==> src/rtl/serw_pkg.sv <==
package serw_pkg;
    typedef enum logic [1:0] {
        ST_HOLD = 2'd0,
        ST_WAKE = 2'd1,
        ST_RUN  = 2'd2
    } link_state_e;
endpackage

==> src/rtl/serw_word_divider.sv <==
module serw_word_divider #(
    parameter int FRAME_W = 40,
    localparam int CNT_W  = $clog2(FRAME_W),
    localparam int HALF   = FRAME_W / 2
) (
    input  logic bit_clk,
    input  logic rst,
    output logic word_edge,
    output logic word_clk
);
    logic [CNT_W-1:0] cnt_q;
    logic [CNT_W-1:0] cnt_d;

    assign word_edge = (cnt_q == CNT_W'(FRAME_W - 1));
    assign cnt_d     = word_edge ? '0 : cnt_q + 1'b1;

    always_ff @(posedge bit_clk or posedge rst) begin
        if (rst) begin
            cnt_q    <= CNT_W'(FRAME_W - 1);
            word_clk <= 1'b0;
        end else begin
            cnt_q    <= cnt_d;
            word_clk <= (cnt_d < CNT_W'(HALF));
        end
    end
endmodule

==> src/rtl/serw_frame_pack.sv <==
module serw_frame_pack #(
    parameter int LANES       = 4,
    parameter int BYTE_W      = 8,
    parameter int FLAG_COPIES = 2,
    localparam int SYM_W      = BYTE_W + FLAG_COPIES,
    localparam int FRAME_W    = LANES * SYM_W
) (
    input  logic [LANES*BYTE_W-1:0] data_i,
    input  logic [LANES-1:0]        flags_i,
    output logic [FRAME_W-1:0]      frame_o
);
    for (genvar l = 0; l < LANES; l++) begin : g_lane
        assign frame_o[l*SYM_W +: BYTE_W]               = data_i[l*BYTE_W +: BYTE_W];
        assign frame_o[l*SYM_W + BYTE_W +: FLAG_COPIES] = {FLAG_COPIES{flags_i[l]}};
    end
endmodule

==> src/rtl/serw_shifter.sv <==
module serw_shifter #(
    parameter int FRAME_W = 40
) (
    input  logic               bit_clk,
    input  logic               rst,
    input  logic               load,
    input  logic [FRAME_W-1:0] frame_i,
    output logic               line_o
);
    logic [FRAME_W-1:0] shift_q;

    always_ff @(posedge bit_clk or posedge rst) begin
        if (rst) begin
            shift_q <= '0;
        end else if (load) begin
            shift_q <= frame_i;
        end else begin
            shift_q <= shift_q >> 1;
        end
    end

    assign line_o = shift_q[0];
endmodule

==> src/rtl/serw_link.sv <==
module serw_link #(
    parameter int DATA_W      = 32,
    parameter int BYTE_W      = 8,
    parameter int FLAG_COPIES = 2,
    localparam int LANES      = DATA_W / BYTE_W,
    localparam int SYM_W      = BYTE_W + FLAG_COPIES,
    localparam int FRAME_W    = LANES * SYM_W
) (
    input  logic              bit_clk,
    input  logic              rst,
    input  logic [DATA_W-1:0] word_data,
    input  logic [LANES-1:0]  word_flags,
    output logic              word_clk,
    output logic              word_rst,
    output logic              line_out
);
    import serw_pkg::*;

    link_state_e        state_q;
    link_state_e        state_d;
    logic               word_edge;
    logic               load;
    logic [FRAME_W-1:0] frame;

    serw_word_divider #(.FRAME_W(FRAME_W)) u_div (
        .bit_clk   (bit_clk),
        .rst       (rst),
        .word_edge (word_edge),
        .word_clk  (word_clk)
    );

    serw_frame_pack #(
        .LANES       (LANES),
        .BYTE_W      (BYTE_W),
        .FLAG_COPIES (FLAG_COPIES)
    ) u_pack (
        .data_i  (word_data),
        .flags_i (word_flags),
        .frame_o (frame)
    );

    serw_shifter #(.FRAME_W(FRAME_W)) u_shift (
        .bit_clk (bit_clk),
        .rst     (rst),
        .load    (load),
        .frame_i (frame),
        .line_o  (line_out)
    );

    // State register
    always_ff @(posedge bit_clk or posedge rst) begin
        if (rst) begin
            state_q <= ST_HOLD;
        end else begin
            state_q <= state_d;
        end
    end

    // Next state: RELEASE (HOLD->WAKE), ARM (WAKE->RUN at word boundary)
    always_comb begin
        state_d = state_q;
        unique case (state_q)
            ST_HOLD: state_d = ST_WAKE;
            ST_WAKE: if (word_edge) state_d = ST_RUN;
            ST_RUN:  state_d = ST_RUN;
            default: state_d = ST_HOLD;
        endcase
    end

    // Outputs
    always_comb begin
        word_rst = 1'b1;
        load     = 1'b0;
        unique case (state_q)
            ST_HOLD: begin
                word_rst = 1'b1;
                load     = 1'b0;
            end
            ST_WAKE: begin
                word_rst = 1'b1;
                load     = word_edge;
            end
            ST_RUN: begin
                word_rst = 1'b0;
                load     = word_edge;
            end
            default: begin
                word_rst = 1'b1;
                load     = 1'b0;
            end
        endcase
    end
endmodule

==> config.mk <==
export PLATFORM = sky130hd
export DESIGN_NAME = serw_link
export DESIGN_NICKNAME = d
export VERILOG_FILES = /design/src/rtl/serw_pkg.sv /design/src/rtl/serw_word_divider.sv /design/src/rtl/serw_frame_pack.sv /design/src/rtl/serw_shifter.sv /design/src/rtl/serw_link.sv
export SDC_FILE = /design/constraint.sdc
export NUM_CORES = 1
export LEC_CHECK = 0
export BUFFER_PORTS_ARGS = -buffer_cell sky130_fd_sc_hd__buf_2
export CAP_MARGIN = 5
export CORE_ASPECT_RATIO = 1.4
export CORE_MARGIN = 1
export CORE_UTILIZATION = 37
export DETAILED_ROUTE_END_ITERATION = 10
export GPL_ROUTABILITY_DRIVEN = 0
export HOLD_SLACK_MARGIN = 0.05
export PLACE_DENSITY_LB_ADDON = 0.2
export SLEW_MARGIN = 0
export SYNTH_ARGS = -nofsm -noshare
export SYNTH_HDL_FRONTEND = slang
export SYNTH_HIERARCHICAL = 1
export SYNTH_SLANG_ARGS = --single-unit
export TNS_END_PERCENT = 10
==> constraint.sdc <==
create_clock -name bit_clk -period 2.3 [get_ports bit_clk]
set_input_delay 0.23 -clock bit_clk [delete_from_list [all_inputs] [get_ports bit_clk]]
set_output_delay 0.23 -clock bit_clk [all_outputs]
set_load 0.02 [all_outputs]
**After elaboration in Yosys (flattened, before gate mapping)**

Index checks and enable logic that the tools add are counted.

- Input bits: 38
- Bits in registers: 49
- Output and inout port bits: 3

- Magnitude comparators: 1
- Muxes and demuxes: 6
- Equal/unequal tests: 4
- $add $sub $neg: 1
- Reductions and logical operators: 2

Operators by type and width:

| operator | count |
|---|---|
| $mux W40 | 1 |
| $add A6 B1 Y6 const B | 1 |
| $eq A6 B6 Y1 const B | 1 |
| $lt A6 B5 Y1 const B | 1 |
| $mux W6 | 1 |
| $pmux W2 S3 | 1 |
| $eq A2 B1 Y1 const B | 1 |
| $eq A2 B2 Y1 const B | 1 |
| $logic_not A2 Y1 | 1 |
| $mux W1 | 2 |
| $mux W2 | 1 |
| $ne A2 B1 Y1 const B | 1 |
| $reduce_or A2 Y1 | 1 |

**Logic depth before layout (Yosys ltp)**

Gate-level depths: netlist of run 1.

- Word-level depth: 4
- Gate-level depth with buffers: 6
- Gate-level depth less buffers: 5

**Hierarchy**

Netlist of run 1, hierarchy kept.

By module, submodules not included:

| module | times used | cells each | area each (µm²) |
|---|---|---|---|
| serw_shifter | 1 | 85 | 1495.2 |
| serw_word_divider | 1 | 36 | 381.6 |
| serw_frame_pack | 1 | 40 | 300.3 |
| serw_link | 1 | 13 | 153.9 |

**Worst setup path before layout of run 1**

OpenSTA, ideal clock, no wires.

- Path kind: register to register
- Start point: register u_div.cnt_q[0]
- End point: register u_shift.shift_q[0]
- Stages on the path, launching flop included: 7
- Arrival time: 1.889 ns
- Setup slack: 0.286 ns
- Data required time: 2.175 ns
- Library setup time: 0.125 ns
- Cells stage by stage: dfstp_2 ha_1 nand2_2 nor4b_4 and2_2 buf_6 mux2_2

- Longest elaborated chain between the ends: 3

RTL lines:

| element | line | RTL |
|---|---|---|
| start, declared | serw_word_divider.sv:11 | `logic [CNT_W-1:0] cnt_q;` |
| start signal, assigned | serw_word_divider.sv:19 | `cnt_q <= CNT_W'(FRAME_W - 1);` |
| start signal, assigned | serw_word_divider.sv:22 | `cnt_q <= cnt_d;` |
| $eq A6 B6 Y1 | serw_word_divider.sv:14 | `assign word_edge = (cnt_q == CNT_W'(FRAME_W - 1));` |
| named net word_edge | serw_link.sv:21 | `logic word_edge;` |
| $mux W1 | serw_link.sv:74 | `unique case (state_q)` |
| named net load | serw_link.sv:22 | `logic load;` |
| $mux W40 | serw_shifter.sv:15 | `end else if (load) begin` |
| end signal, assigned | serw_shifter.sv:16 | `shift_q <= frame_i;` |
| end signal, assigned | serw_shifter.sv:18 | `shift_q <= shift_q >> 1;` |
| end, declared | serw_shifter.sv:10 | `logic [FRAME_W-1:0] shift_q;` |

The timed path passes the listed nets, and every way through them passes these cells.
A chain may end at the register's enable or synchronous reset.

**Worst setup path after layout of run 1**

- Start point: register u_div.cnt_q[0]
- End point: register u_shift.shift_q[10]

Same word-level chain as after synthesis.

==> results of run 1 <==
## power by group
part / internal, mW / leakage, nW / total [mW] / switching, mW
sequential: 0.888 / 0.583 / 0.895 / 0.00700
clock: 0.216 / 0.0395 / 0.470 / 0.254
combinational: 0.0441 / 0.484 / 0.0777 / 0.0335
total: 1.15 / 1.11 / 1.44 / 0.295
## registers in the layout, indices dropped and copies added, names as in the netlist
register         count
state_q              2
u_div/cnt_q          6
u_div/word_clk       1
u_shift/shift_q     40
## synthesized netlist by cell type (all sizes together), types with 3 or more instances
cell	count
nor2	3
dfstp	4
ha	4
mux2	41
inv	7
nand3	3
dfrtp	45
buf	47
nand2	3
## stage by stage
stage	utilization [%]	worst slack [ns]
after floorplan	-	0.286
after global placement	38.3	0.197
after detailed placement	38.3	0.0882
after CTS	39.9	0.0681
after global routing	39.9	0.0163
final	39.9	0.140
## final timing paths
check | start | slack (ns) | endpoint | cells past startpoint
setup / recovery | u_div/cnt_q[0] | 0.14 | u_shift/shift_q[10] | 6
hold / removal | word_data[22] | 0.16 | u_shift/shift_q[26] | 2
setup reg to reg | u_div/cnt_q[0] | 0.14 | u_shift/shift_q[10] | 6
hold reg to reg | u_shift/shift_q[29] | 0.48 | u_shift/shift_q[28] | 1
max in group asynchronous | rst | 1.32 | u_shift/shift_q[11] | 4
min in group asynchronous | rst | 0.35 | state_q[1] | 3
## critical path: cells and delay by family, from the launching register on
family / cells / cell delay (ns)
buffers and inverters: 1 / 0.25
DFF: 1 / 0.58
muxes: 1 / 0.37
and+or+nand+nor: 3 / 0.59
adders and majority gates: 1 / 0.25
## per-layer routing
metal	vias to the layer above	track usage, %
li1	541	-
met1	595	13.0
met2	29	19.7
met3	4	3.14
met4	0	5.10
met5	-	0
## kinds of logic after synthesis
group,share of synthesized area (%)
buf+inv,16.8
flops,52.8
mux,20.1
simple gates,4.62
compound gates,2.36
fa+ha+maj,2.15
xor+xnor,1.13
## layout make-up
cell class | instances | area, um2 | share of cell area [%]
clock buffers | 8 | 80.1 | 3.35
inverters | 7 | 26.3 | 1.10
multi-input cells | 71 | 711 | 29.8
flip-flops and latches | 49 | 1230 | 51.5
well taps | 70 | 87.6 | 3.67
repair buffers | 45 | 253 | 10.6
## what timing repair did
| item | 4_1_cts | 5_1_grt |
|---|---|---|
| setup endpoints to repair | 0 | 17 |
| hold buffers | 1 | 0 |
| endpoints found under the hold margin | 5 | 0 |
| buffers inserted | 0 | 0 |
| resized for setup | 0 | 1 |
==> results.toml, run 1 <==
[yosys]
avgSynthCellArea_um2 = 13.4
async_reset_ff_share_pct = 100
ys_seq_elements = 49
netlist_area_mm2 = 0.00233
synth_edf_count = 0
synthFlopType = "dfrtp_1"
ys_top_cells_by_area = "dfrtp_1, mux2_2, buf_4, dfstp_2, ha_1"
synth_cells = 174
synthesis.nets = 216
ys_warn_count = 6
yosysSeqAreaShare_pct = 52.8
synth_cell_types = 27
yosysTopAreaCell = "dfrtp_1"
synthDominantCellAreaShare_pct = 48.3

[flow_run]
max-cap-violations = 0

[sta]
final_hold_viol_count = 0
fin_skew_ns = 0.00595
max_slew.worst_pin.slew_ns = 0.507
setup-tns-final_ns = 0
slew_violations = 0
finalCritPeriodShare_pct = 93.9
finalSetupViolations = 0
rsz0062_at_grt = "false"
post-route-min-period_ns = 2.16
clock.fmax_mhz = 463
whs_ns = 0.164
relSlewSlack_pct = 66.2

[place]
portBuffers = 40
dpl_cell_area_mm2 = 0.00230
placed_cells = 241
post-dp-hpwl_um = 2470

[route]
finalWirelength_um = 3470
wl_met3_um = 152
via_per_inst = 4.68
maxUsedRoutingLayer = "met4"
wl_met1_um = 1360
drcViolationCount = 0
drt_iter0_drc = 10
vias = 1169
ant_nets = 0
wire_per_inst_um = 13.9
wl_met2_um = 1900
firstDrtPassIters = 4

[worst_setup_path]
cp.required_ns = 2.48
startpoint_type = "register"
crit_path_top_delay_cell = "dfstp_2"
crit_chain = "ha_2, nand2_2, nor4b_4, and2_2, buf_4, mux2_2"
arrival_ns = 2.34
cp_slowest_stage_delay_ns = 0.58
crit_type = "reg2reg"
cp_max_fo = 18
crit_path_end_kind = "register"

[global_route]
antenna_found_initial = 0
grt_max_degree = 41
grt_pass1_vias = 1248
grt_use_total_pct = 11.3
grt_pass1_wl_um = 5860
grt_overflow = 0

[cts]
htreeDepth = 2
cts.sinks = 49
clkTransAtPathRegs_ns = 0.08
numCtsBuffers = 5
worstSkewPairLatency_ns = 0.29
cts_tree = "done"
clockRootBuffer = "clkbuf_8"
clk_path_buf_depth = 2

[finish]
n_fill_cell = 586
drive_above_1_share_pct = 55.0
num_antenna_cells = 0
stdcell_count = 250
finalInstanceArea_mm2 = 0.00239
layout_commonest_cell = "dfrtp_1"
layout_common_cells = "dfrtp_1, buf_2, mux2_2"
nets = 221
syn_to_final_growth_pct = 2.47

[floorplan]
rows = 33
io_pins = 41
initial_utilization_pct = 38.9
core_mm2 = 0.00599
die_w_um = 69.1
fp.dieArea_mm2 = 0.00663
die_h_um = 95.9

[outcome]
status = "complete, no violations"

[worst_hold_path]
hold_class = "in2reg"

[power_and_ir_drop]
p_leak_nw = 1.11
ir_drop_v = 0.000282
pwr_density_cell_mw_per_mm2 = 604
power.total_mw = 1.44
(Power assumes the default switching activity.)
==> run 2, diff against run 1 <==
Settings changed: BUFFER_PORTS_ARGS -buffer_cell sky130_fd_sc_hd__buf_2 to default, DONT_BUFFER_PORTS from default to 1.
==> run 2 against run 1 <==
  * Core utilization decreased by 3.1 points
  * Non-clock buffer count is 39 lower
  * Power down 1.2%
  * Sequential power about the same
  * Clock power rose by 3%
  * Flip-flop and latch count did not move
  * Largest cell class unchanged
  * Largest power group unchanged
  * Highest routed layer unchanged
==> results.toml, run 2 (same netlist as run 1, synthesis figures left out) <==
[worst_setup_path]
arrival_ns = 2.33
crit_path_top_delay_cell = "dfstp_2"
startpoint_type = "register"
crit_path_end_kind = "register"
cp_max_fo = 18
crit_chain = "ha_2, nand2_2, nor4b_4, and2_2, buf_4, mux2_2"
cp.required_ns = 2.48
crit_type = "reg2reg"
cp_slowest_stage_delay_ns = 0.58

[sta]
whs_ns = 0.0778
finalSetupViolations = 0
max_slew.worst_pin.slew_ns = 0.497
setup-tns-final_ns = 0
relSlewSlack_pct = 66.8
slew_violations = 0
rsz0062_at_grt = "false"
finalCritPeriodShare_pct = 93.1
post-route-min-period_ns = 2.14
fin_skew_ns = 0.00345
clock.fmax_mhz = 467
final_hold_viol_count = 0

[floorplan]
core_mm2 = 0.00599
rows = 33
die_w_um = 69.1
io_pins = 41
die_h_um = 95.9
fp.dieArea_mm2 = 0.00663
initial_utilization_pct = 38.9

[route]
wire_per_inst_um = 15.2
finalWirelength_um = 3220
drcViolationCount = 0
via_per_inst = 4.89
firstDrtPassIters = 4
ant_nets = 0
vias = 1032
drt_iter0_drc = 17

[place]
post-dp-hpwl_um = 2280
portBuffers = 0

[cts]
clockRootBuffer = "clkbuf_8"
htreeDepth = 2
cts.sinks = 49
worstSkewPairLatency_ns = 0.29
cts_tree = "done"
clk_path_buf_depth = 2
numCtsBuffers = 5
clkTransAtPathRegs_ns = 0.09

[power_and_ir_drop]
pwr_density_cell_mw_per_mm2 = 647
p_sw_share_pct = 21.4
p_sw_uw = 305
combinationalPowerShare_pct = 3.2
ir_drop_v = 0.000289
p_leak_nw = 0.957
seqPwrFrac_pct = 62.8
internal-power_mw = 1.12
p_clk_share_pct = 33.9

[flow_run]
max-cap-violations = 0

[global_route]
grt_max_degree = 41
antenna_found_initial = 0
grt_pass1_wl_um = 5490
grt_overflow = 0
grt_use_total_pct = 10.8
grt_pass1_vias = 1145

[outcome]
status = "complete, no violations"

[finish]
layout_commonest_cell = "dfrtp_1"
layout_common_cells = "dfrtp_1, mux2_2, inv_1"
syn_to_final_growth_pct = -5.42
top_regs = "u_shift/shift_q (40), u_div/cnt_q (6), state_q (2)"
largest_register = "u_shift/shift_q"
nets = 182
largest_register_ffs = 40
num_antenna_cells = 0
drive_above_1_share_pct = 44.0

[worst_hold_path]
hold_class = "in2reg"
==> run 2: through the flow <==
| stage | util (%) | instances | setup slack, ns | cell area, um2 | power [mW] |
|---|---|---|---|---|---|
| after detailed placement | 35.0 | 201 | 0.102 | 2100 | 0.959 |
| after CTS | 36.8 | 211 | 0.0843 | 2200 | 1.46 |
| after global routing | 36.8 | 211 | 0.0319 | 2200 | 1.50 |
| final | 36.8 | 211 | 0.159 | 2200 | 1.43 |
| after floorplan | - | 174 | 0.286 | 2330 | 0.993 |
| after global placement | 35.0 | 201 | 0.187 | 2100 | 0.957 |
==> run 2: final timing paths <==
kind	start	to	slack (ns)	cells past startpoint
setup / recovery	u_div/cnt_q[0]	u_shift/shift_q[32]	0.16	6
hold / removal	word_data[29]	u_shift/shift_q[35]	0.08	1
setup reg to reg	u_div/cnt_q[0]	u_shift/shift_q[32]	0.16	6
hold reg to reg	u_shift/shift_q[3]	u_shift/shift_q[2]	0.48	1
max in group asynchronous	rst	u_shift/shift_q[12]	1.40	3
min in group asynchronous	rst	state_q[1]	0.28	2
==> run 2: cell type report <==
type / instances / area, um2
Timing Repair Buffer: 6 / 62.6
Clock inverter: 3 / 17.5
Clock buffer: 5 / 68.8
Sequential cell: 49 / 1230
Fill cell: 574 / 3780
Multi-Input combinational cell: 71 / 711
Inverter: 7 / 26.3
Tap cell: 70 / 87.6
==> run 2: per-layer routing <==
layer | global-route usage (%) | share of wire, % | wire, um | vias to the layer above
met5 | 0 | 0 | 0 | -
met3 | 3.25 | 5.6 | 179 | 7
met2 | 18.4 | 53 | 1700 | 32
met1 | 12.2 | 40 | 1270 | 526
li1 | - | - | - | 467
met4 | 5.61 | 2.0 | 65 | 0
==> run 2: repair_timing <==
item,in CTS,in global routing
setup endpoints to repair,0,17
buffers inserted,0,0
resized for setup,0,1
hold buffers,2,0
hold endpoints to repair,50,0
==> run 2: power by group through the flow <==
stage	combinational, mW	sequential [mW]	clock, mW
detailed placement	0.0454	0.914	0
floorplan	0.0829	0.911	0
CTS	0.0488	0.897	0.510
global route	0.0535	0.900	0.544
global placement	0.0433	0.913	0
finish	0.0460	0.896	0.484
==> run 2: critical path: cells and delay by family, from the launching register on <==
family / cells / cell delay, ns
buffers and inverters: 1 / 0.25
flip-flops: 1 / 0.58
multiplexers: 1 / 0.37
adder cells (fa/ha/maj): 1 / 0.25
AND/OR/NAND/NOR: 3 / 0.57
